[src/rtl/sar_seq_pkg.sv]
package sar_seq_pkg;

  // Phase of the bit search
  typedef enum logic [1:0] {
    PH_IDLE  = 2'd0,
    PH_TRY   = 2'd1,
    PH_LATCH = 2'd2
  } sar_phase_e;

endpackage

[src/rtl/sar_start_edge.sv]
module sar_start_edge (
  input  logic clk,
  input  logic rst,
  input  logic start_n,
  output logic start_evt
);

  logic start_n_q;

  always_ff @(posedge clk) begin
    if (rst) start_n_q <= 1'b1;
    else     start_n_q <= start_n;
  end

  // falling edge of the active-low strobe
  assign start_evt = start_n_q & ~start_n;

endmodule

[src/rtl/sar_search.sv]
module sar_search
  import sar_seq_pkg::*;
#(
  parameter int NBITS = 12
) (
  input  logic             clk,
  input  logic             rst,
  input  logic             start_evt,
  input  logic             cmp_ge,
  output logic [NBITS-1:0] trial_code,
  output logic             conv_active,
  output logic             latch_evt
);

  localparam int IW = (NBITS > 1) ? $clog2(NBITS) : 1;
  localparam logic [NBITS-1:0] TOP_BIT = {1'b1, {(NBITS-1){1'b0}}};

  sar_phase_e      phase;
  logic [IW-1:0]   idx;
  logic [NBITS-1:0] code;

  // Decide bit idx, then raise the next lower trial bit
  function automatic logic [NBITS-1:0] resolve_bit(
    input logic [NBITS-1:0] cur,
    input logic [IW-1:0]    pos,
    input logic             keep
  );
    logic [NBITS-1:0] r;
    r = cur;
    if (!keep) r[pos] = 1'b0;
    if (pos != '0) r[pos - 1'b1] = 1'b1;
    return r;
  endfunction

  always_ff @(posedge clk) begin
    if (rst) begin
      phase <= PH_IDLE;
      idx   <= '0;
      code  <= '0;
    end else if (start_evt) begin
      phase <= PH_TRY;
      idx   <= IW'(NBITS - 1);
      code  <= TOP_BIT;
    end else begin
      case (phase)
        PH_TRY: begin
          code <= resolve_bit(code, idx, cmp_ge);
          if (idx == '0) phase <= PH_LATCH;
          else           idx   <= idx - 1'b1;
        end
        PH_LATCH: phase <= PH_IDLE;
        default:  phase <= PH_IDLE;
      endcase
    end
  end

  assign trial_code  = code;
  assign conv_active = (phase != PH_IDLE);
  assign latch_evt   = (phase == PH_LATCH) && !start_evt;

endmodule

[src/rtl/sar_out_reg.sv]
module sar_out_reg #(
  parameter int NBITS = 12
) (
  input  logic             clk,
  input  logic             rst,
  input  logic             latch_evt,
  input  logic [NBITS-1:0] final_code,
  input  logic             start_n,
  input  logic             bus_sel_n,
  input  logic             bus_read_n,
  output logic [NBITS-1:0] res_q,
  output logic             bus_oe,
  output logic [NBITS-1:0] bus_data,
  output logic             fast_mode,
  output logic             dummy_flag
);

  logic seen_result;

  always_ff @(posedge clk) begin
    if (rst) begin
      res_q       <= '0;
      fast_mode   <= 1'b0;
      dummy_flag  <= 1'b0;
      seen_result <= 1'b0;
    end else if (latch_evt) begin
      res_q       <= final_code;
      fast_mode   <= start_n;
      dummy_flag  <= ~seen_result;
      seen_result <= 1'b1;
    end
  end

  assign bus_oe   = ~bus_sel_n & ~bus_read_n;
  assign bus_data = bus_oe ? res_q : '0;

endmodule

[src/rtl/sar_seq.sv]
module sar_seq #(
  parameter int NBITS = 12
) (
  input  logic             clk,
  input  logic             rst,
  input  logic             start_n,
  input  logic             cmp_ge,
  input  logic             bus_sel_n,
  input  logic             bus_read_n,
  output logic [NBITS-1:0] trial_code,
  output logic             conv_active,
  output logic             bus_oe,
  output logic [NBITS-1:0] bus_data,
  output logic             fast_mode,
  output logic             dummy_flag
);

  // Internal events, named for the checker
  logic             start_evt;
  logic             latch_evt;
  logic [NBITS-1:0] res_q;

  sar_start_edge u_edge (
    .clk       (clk),
    .rst       (rst),
    .start_n   (start_n),
    .start_evt (start_evt)
  );

  sar_search #(.NBITS(NBITS)) u_search (
    .clk         (clk),
    .rst         (rst),
    .start_evt   (start_evt),
    .cmp_ge      (cmp_ge),
    .trial_code  (trial_code),
    .conv_active (conv_active),
    .latch_evt   (latch_evt)
  );

  sar_out_reg #(.NBITS(NBITS)) u_out (
    .clk        (clk),
    .rst        (rst),
    .latch_evt  (latch_evt),
    .final_code (trial_code),
    .start_n    (start_n),
    .bus_sel_n  (bus_sel_n),
    .bus_read_n (bus_read_n),
    .res_q      (res_q),
    .bus_oe     (bus_oe),
    .bus_data   (bus_data),
    .fast_mode  (fast_mode),
    .dummy_flag (dummy_flag)
  );

endmodule

[config.mk]
export PLATFORM = sky130hd
export DESIGN_NAME = sar_seq
export DESIGN_NICKNAME = d
export VERILOG_FILES = /design/src/rtl/sar_seq_pkg.sv /design/src/rtl/sar_start_edge.sv /design/src/rtl/sar_search.sv /design/src/rtl/sar_out_reg.sv /design/src/rtl/sar_seq.sv
export SDC_FILE = /design/constraint.sdc
export NUM_CORES = 1
export LEC_CHECK = 0
export CAP_MARGIN = 20
export CORE_AREA = 4 4 78 80
export CTS_BUF_LIST = sky130_fd_sc_hd__clkbuf_4 sky130_fd_sc_hd__clkbuf_8
export CTS_CLUSTER_SIZE = 25
export DETAILED_ROUTE_END_ITERATION = 16
export DIE_AREA = 0 0 82 84
export DONT_BUFFER_PORTS = 1
export GPL_TIMING_DRIVEN = 0
export HOLD_SLACK_MARGIN = 0.06
export PLACE_DENSITY = 0.46
export SYNTH_ARGS = -nofsm -noshare
export SYNTH_HDL_FRONTEND = slang
export SYNTH_HIERARCHICAL = 1
export SYNTH_SLANG_ARGS = --single-unit
export TNS_END_PERCENT = 20
[constraint.sdc]
create_clock -name clk -period 2.09 [get_ports clk]
set_clock_uncertainty 0.2 [all_clocks]
set_input_delay 0.3135 -clock clk [delete_from_list [all_inputs] [get_ports clk]]
set_output_delay 0.3135 -clock clk [all_outputs]
set_load 0.005 [all_outputs]
**Word level (Yosys, flattened, before mapping)**

Cells that the tools add are included.

- Add/subtract/negate cells: 1
- Multiply operators: 0
- Divide/modulo/power cells: 0
- $lt $le $gt $ge: 4
- Equality and inequality tests: 4
- Shift-type cells: 0
- Mux-type cells: 18
- Bitwise gates (word level): 11
- Reductions and logical operators: 12

Operators by type and width:

| cell | count |
|---|---|
| $mux 12 | 8 |
| $and 12x12->12 | 1 |
| $mux 4 | 3 |
| $not 12->12 | 1 |
| $or 12x12->12 | 1 |
| $lt 4x5->1 const B | 2 |
| $demux 1 s4 | 2 |
| $ge 4x1->1 const B | 2 |
| $not 1->1 | 6 |
| $mux 1 | 5 |
| $logic_not 4->1 | 1 |
| $reduce_and 2->1 | 2 |
| $reduce_bool 2->1 | 2 |
| $reduce_bool 4->1 | 1 |
| $sub 4x1->4 const B | 1 |
| $logic_and 1x1->1 | 3 |
| $ne 3x1->1 const B | 1 |
| $reduce_or 3->1 | 1 |
| $and 1x1->1 | 2 |
| $eq 2x1->1 const B | 1 |
| $eq 2x2->1 const B | 1 |
| $ne 2x1->1 const B | 1 |
| $reduce_or 2->1 | 1 |
| $logic_not 1->1 | 1 |

- Register bits after elaboration: 34
- Bits in latches: 0
- Bits in writable memories: 0
- Memory bits (read-only): 0
- Bits of input ports: 6
- Word-level logic and storage cells: 61
- Memories kept: 0

**Depth between registers and ports, before layout**

Gate-level depths: netlist (run 1).

- Word-level depth: 14
- Depth in mapped cells: 7
- Depth with buffers taken out: 4

**Hierarchy**

Netlist (run 1), hierarchy kept.

By module, submodules not included:

| module | instances | cells an instance | area an instance (um^2) |
|---|---|---|---|
| sar_search | 1 | 98 | 938.4 |
| sar_out_reg | 1 | 63 | 624.3 |
| sar_start_edge | 1 | 3 | 35.0 |

**Worst setup path after synthesis (run 1)**

OpenSTA, ideal clock, no wires.

- Kind: in2reg
- Start: in start_n
- End: reg u_out.res_q[0]
- Setup time: 0.117 ns
- Arrival time: 1.365 ns
- Data required time: 1.773 ns
- Slack: 0.408 ns
- Cell stages on the path: 7
- Buffers on the path: 3
- Cells stage by stage: and2b_2 > buf_2 > nor3_1 > buf_6 > buf_12 > mux2i_1 > nor2_1

- Longest elaborated chain between the ends: 4

RTL lines:

| element | line | source |
|---|---|---|
| start: declaration | sar_seq.sv:6 | `input logic start_n,` |
| $not 1->1 | sar_start_edge.sv:16 | `assign start_evt = start_n_q & ~start_n;` |
| $and 1x1->1 | sar_start_edge.sv:16 |  |
| $logic_not 1->1 | sar_search.sv:59 | `assign latch_evt = (phase == PH_LATCH) && !start_evt;` |
| $logic_and 1x1->1 | sar_search.sv:59 |  |
| named net latch_evt | sar_seq.sv:20 | `logic latch_evt;` |
| end signal: assignment | sar_out_reg.sv:27 | `res_q <= final_code;` |
| end: declaration | sar_out_reg.sv:11 | `output logic [NBITS-1:0] res_q,` |

The timed path passes the listed nets, and every way through them passes these cells.
A chain may end at the register's enable or synchronous reset.

**Worst setup path in the final report (run 1)**

- Start: reg u_search.phase[1]
- End: reg u_out.res_q[10]

- Longest elaborated chain between the ends: 2

RTL lines:

| element | line | source |
|---|---|---|
| start: declaration | sar_search.sv:18 | `sar_phase_e phase;` |
| start signal: assignment | sar_search.sv:37 | `phase <= PH_IDLE;` |
| start signal: assignment | sar_search.sv:41 | `phase <= PH_TRY;` |
| start signal: assignment | sar_search.sv:48 | `if (idx == '0) phase <= PH_LATCH;` |
| $eq 2x2->1 | sar_search.sv:59 |  |
| $logic_and 1x1->1 | sar_search.sv:59 |  |
| named net latch_evt | sar_seq.sv:20 |  |

The timed path passes the listed nets, and every way through them passes these cells.

==> impl_results.md, run 1 <==
- Power share of the sequential group: 47.8%
- Switching Share: a little under a quarter
- RR Startpoint: u_search/phase[1]$_SDFFE_PP0P_
- Sequential share of the synthesized area: 42.6%
- Setup TNS: 0 ps
- First-pass GRT wire length: around 6500 µm
- Hold Slack: 107 ps
- CTS tree: built
- Row cnt: 27
- Synth Register Bits: 34
- Share of cells above drive strength 1: approximately 16%
- Avg Inst Size Synth: 9.74 µm²
- Die X: roughly 82 µm
- Vias in the first global route: between 1000 and 1500
- Clock Latency Late Sink: about 280 ps
- Die Footprint: ~0.0069 mm²
- Peak supply drop: 0.000260 V
- Highest Clock Rate: 0.532 GHz
- Nets@finish: 180
- Most frequent cells in the layout: dfxtp_1 (34), nor2_1 (21), and2_1 (13), mux2i_1 (13)
- HP Class: in2reg
- Die height: 84 µm
- Core Region: between 0.005 and 0.006 mm²
- Mapped Cells: approximately 160
- Share of total power in combinational logic: 9.1%
- Dpl hpwl: 2950 µm
- Worst Tran Pin Value: 460 ps
- # DRC: 0
- Slew Viols, Final: 0
- Largest net degree at the start of global routing: 13
- CP Capture Type: flop
- Effective utilization at floorplan: ~30%
- Power per cell area: 776 mW/mm²
- Worst Setup EP: u_out/res_q[10]$_SDFFE_PP0P_
- Top cells by area, synth: dfxtp_1 (43%), mux2i_1 (8.1%), and2_1 (5.1%)
- Clock buffer count from CTS: 5
- Status: complete, no violations
- Synth Warn #: 6
- Net Sw Power: around 0.32 mW
- H-tree depth: 2
- Filler cells: between 500 and 600
- Worst-path clk slew: 70 ps
- Top cell type's share of synthesized area: 42.6%
- Largest fanout on the critical path: 10
- CP required: slightly above 2000 ps
- WL/cell: between 15 and 20 µm
- Total gr overflow: 0
- Slew HR: 69.3%
- Via/cell ratio: ~5
- Post-CTS Resized: 0
- Int Pwr: between 1 and 1.5 mW
- I/O pin count: 34
- Ys async rst share: 0%
- PortBufs: 0
- Yosys cell types: 44
- CP Launch Point: u_search/phase[1]$_SDFFE_PP0P_
- Final setup fails: 0
- Initial antenna violation count: 0
- Hold Violations, Final: 0
- Post-route antenna net violation count: 0
- Synth area leader: dfxtp_1
- Static Leak: approximately 0.65 nW
- Final non-filler cell total: approximately 250
- WS Path Type: reg2reg
- Setup Buffers After CTS: 0
- Tmin final: about 1900 ps
- Drt first pass iters: 4
- Antenna Cells: 0
- Post-synth EDFFs: 0
- Most common cell after layout, fill and taps aside: dfxtp_1
- DR iter-0 viols: 84
- GRT Util Overall: around 12%
- Reg-to-reg critical path endpoint: u_out/res_q[10]$_SDFFE_PP0P_
- Placed cells: about 240
- R2R depth: 7
- Unrepaired setup endpoints after global routing: no
- R2r setup slk: 210 ps
- Post-Route WL: approximately 4000 µm
- Max Cap Viol: 0
- Root Buffer: clkbuf_8
- Area Growth Syn to Fin: 14.6%
- Vias: 1228
- Clock buffer depth: 2
- Area occupied by multi-input gates: 817 µm²
- Mapped cell area: 0.00160 mm²
- Final period utilization: between 80% and 90%
- Critical Path AT: around 1900 ps
- Reg area: 681 µm²
- Ys flop type: dfxtp_1
- Sink Count: 34
- Critical Path Start Type: flop
- Clock Power Share: a little over two fifths
- Syn Nets: between 150 and 200
- Routability Congestion: between 0.7 and 0.8
==> metal layers <==
| metal | up-vias | track usage [%] | share of wire, % |
|---|---|---|---|
| met5 | - | 0 | 0 |
| met4 | 0 | 4.98 | 1.6 |
| met3 | 4 | 4.00 | 5.9 |
| met2 | 31 | 20.0 | 49 |
| met1 | 587 | 15.1 | 43 |
| li1 | 606 | - | - |
==> per-stage QoR <==
step           cell area, µm²  setup slack, ps  util (%)  power (mW)
2_1_floorplan            1600              408         -       0.785
3_3_place_gp             1690              218      31.2       0.812
3_5_place_dp             1690              216      31.2       0.815
4_1_cts                  1830              209      33.9        1.43
5_1_grt                  1830             18.8      33.9        1.49
6_report                 1830              211      33.9        1.42
==> cell usage after synthesis, types with 2 or more instances <==
cell type	number
nor2_1	21
a21oi_1	5
nand4bb_1	2
mux2i_1	13
a32o_1	7
buf_2	7
nand4_1	2
a31oi_1	2
nand2_1	7
nand2b_1	4
nor2b_1	2
and2_1	13
o211ai_1	2
dfxtp_1	34
buf_6	2
nor3b_1	2
or2_1	2
inv_1	3
o21ai_1	5
nor3_1	4
and4bb_1	2
==> power groups by stage <==
stage               logic [mW]  registers (mW)  clock network (mW)
floorplan               0.0962           0.689                   0
global placement         0.119           0.694                   0
detailed placement       0.121           0.694                   0
CTS                      0.130           0.679               0.626
global route             0.142           0.682               0.664
finish                   0.129           0.679               0.614
==> area by class of cell <==
| cell class | instances | share of cell area, % |
|---|---|---|
| Tap cell | 72 | 4.92 |
| Multi-Input combinational cell | 115 | 44.6 |
| Timing Repair Buffer | 3 | 1.64 |
| Inverter | 3 | 0.615 |
| Buffer | 12 | 4.85 |
| Sequential cell | 34 | 37.2 |
| Clock inverter | 1 | 1.64 |
| Clock buffer | 7 | 4.58 |
==> cells by family after synthesis <==
logic type,after synthesis,synth area share (%)
simple gates,75,31.0
flops,34,42.6
compound gates,27,12.0
buf+inv,15,6.26
mux,13,8.14
==> worst min-delay path by stage <==
| stage | startpoint | end | slack (ps) | cells past startpoint |
|---|---|---|---|---|
| after global routing | cmp_ge | u_search/trial_code[5]$_SDFFE_PP0P_ | 100 | 3 |
| after detailed placement | rst | u_search/idx[0]$_SDFFE_PP0P_ | 190 | 1 |
| final | cmp_ge | u_search/trial_code[4]$_SDFFE_PP0P_ | 110 | 3 |
| after CTS | rst | u_search/trial_code[9]$_SDFFE_PP0P_ | 100 | 3 |
| after floorplan | rst | u_out/dummy_flag$_SDFFE_PP0P_ | 180 | 1 |
| after global placement | rst | u_out/dummy_flag$_SDFFE_PP0P_ | 190 | 1 |
==> critical path, stage by stage, from the launching register on <==
cell     delay, ps
dfxtp_1        360
buf_2          250
inv_1          110
nor3_1         250
buf_6          200
buf_12         150
mux2i_1        190
nor2_1          60
==> registers in the layout, summed over array words and instances (netlist names) <==
name / flops
u_search/phase: 2
u_search/trial_code: 12
u_search/idx: 4
u_out/res_q: 12
u_out/seen_result: 1
u_edge/start_n_q: 1
u_out/fast_mode: 1
u_out/dummy_flag: 1
==> repair_timing <==
item / 4_1_cts / 5_1_grt
endpoints found under the setup margin: 0 / 0
hold endpoints to repair: 12 / 0
hold buffers: 3 / 0
Power figures use the tool's default switching activity.
==> run 2, diff against run 1 <==
Settings changed: ABC_CLOCK_PERIOD_IN_PS set to 2090.
==> results of run 2 <==
Final layout, timing and power as in run 1 (identical DEF).
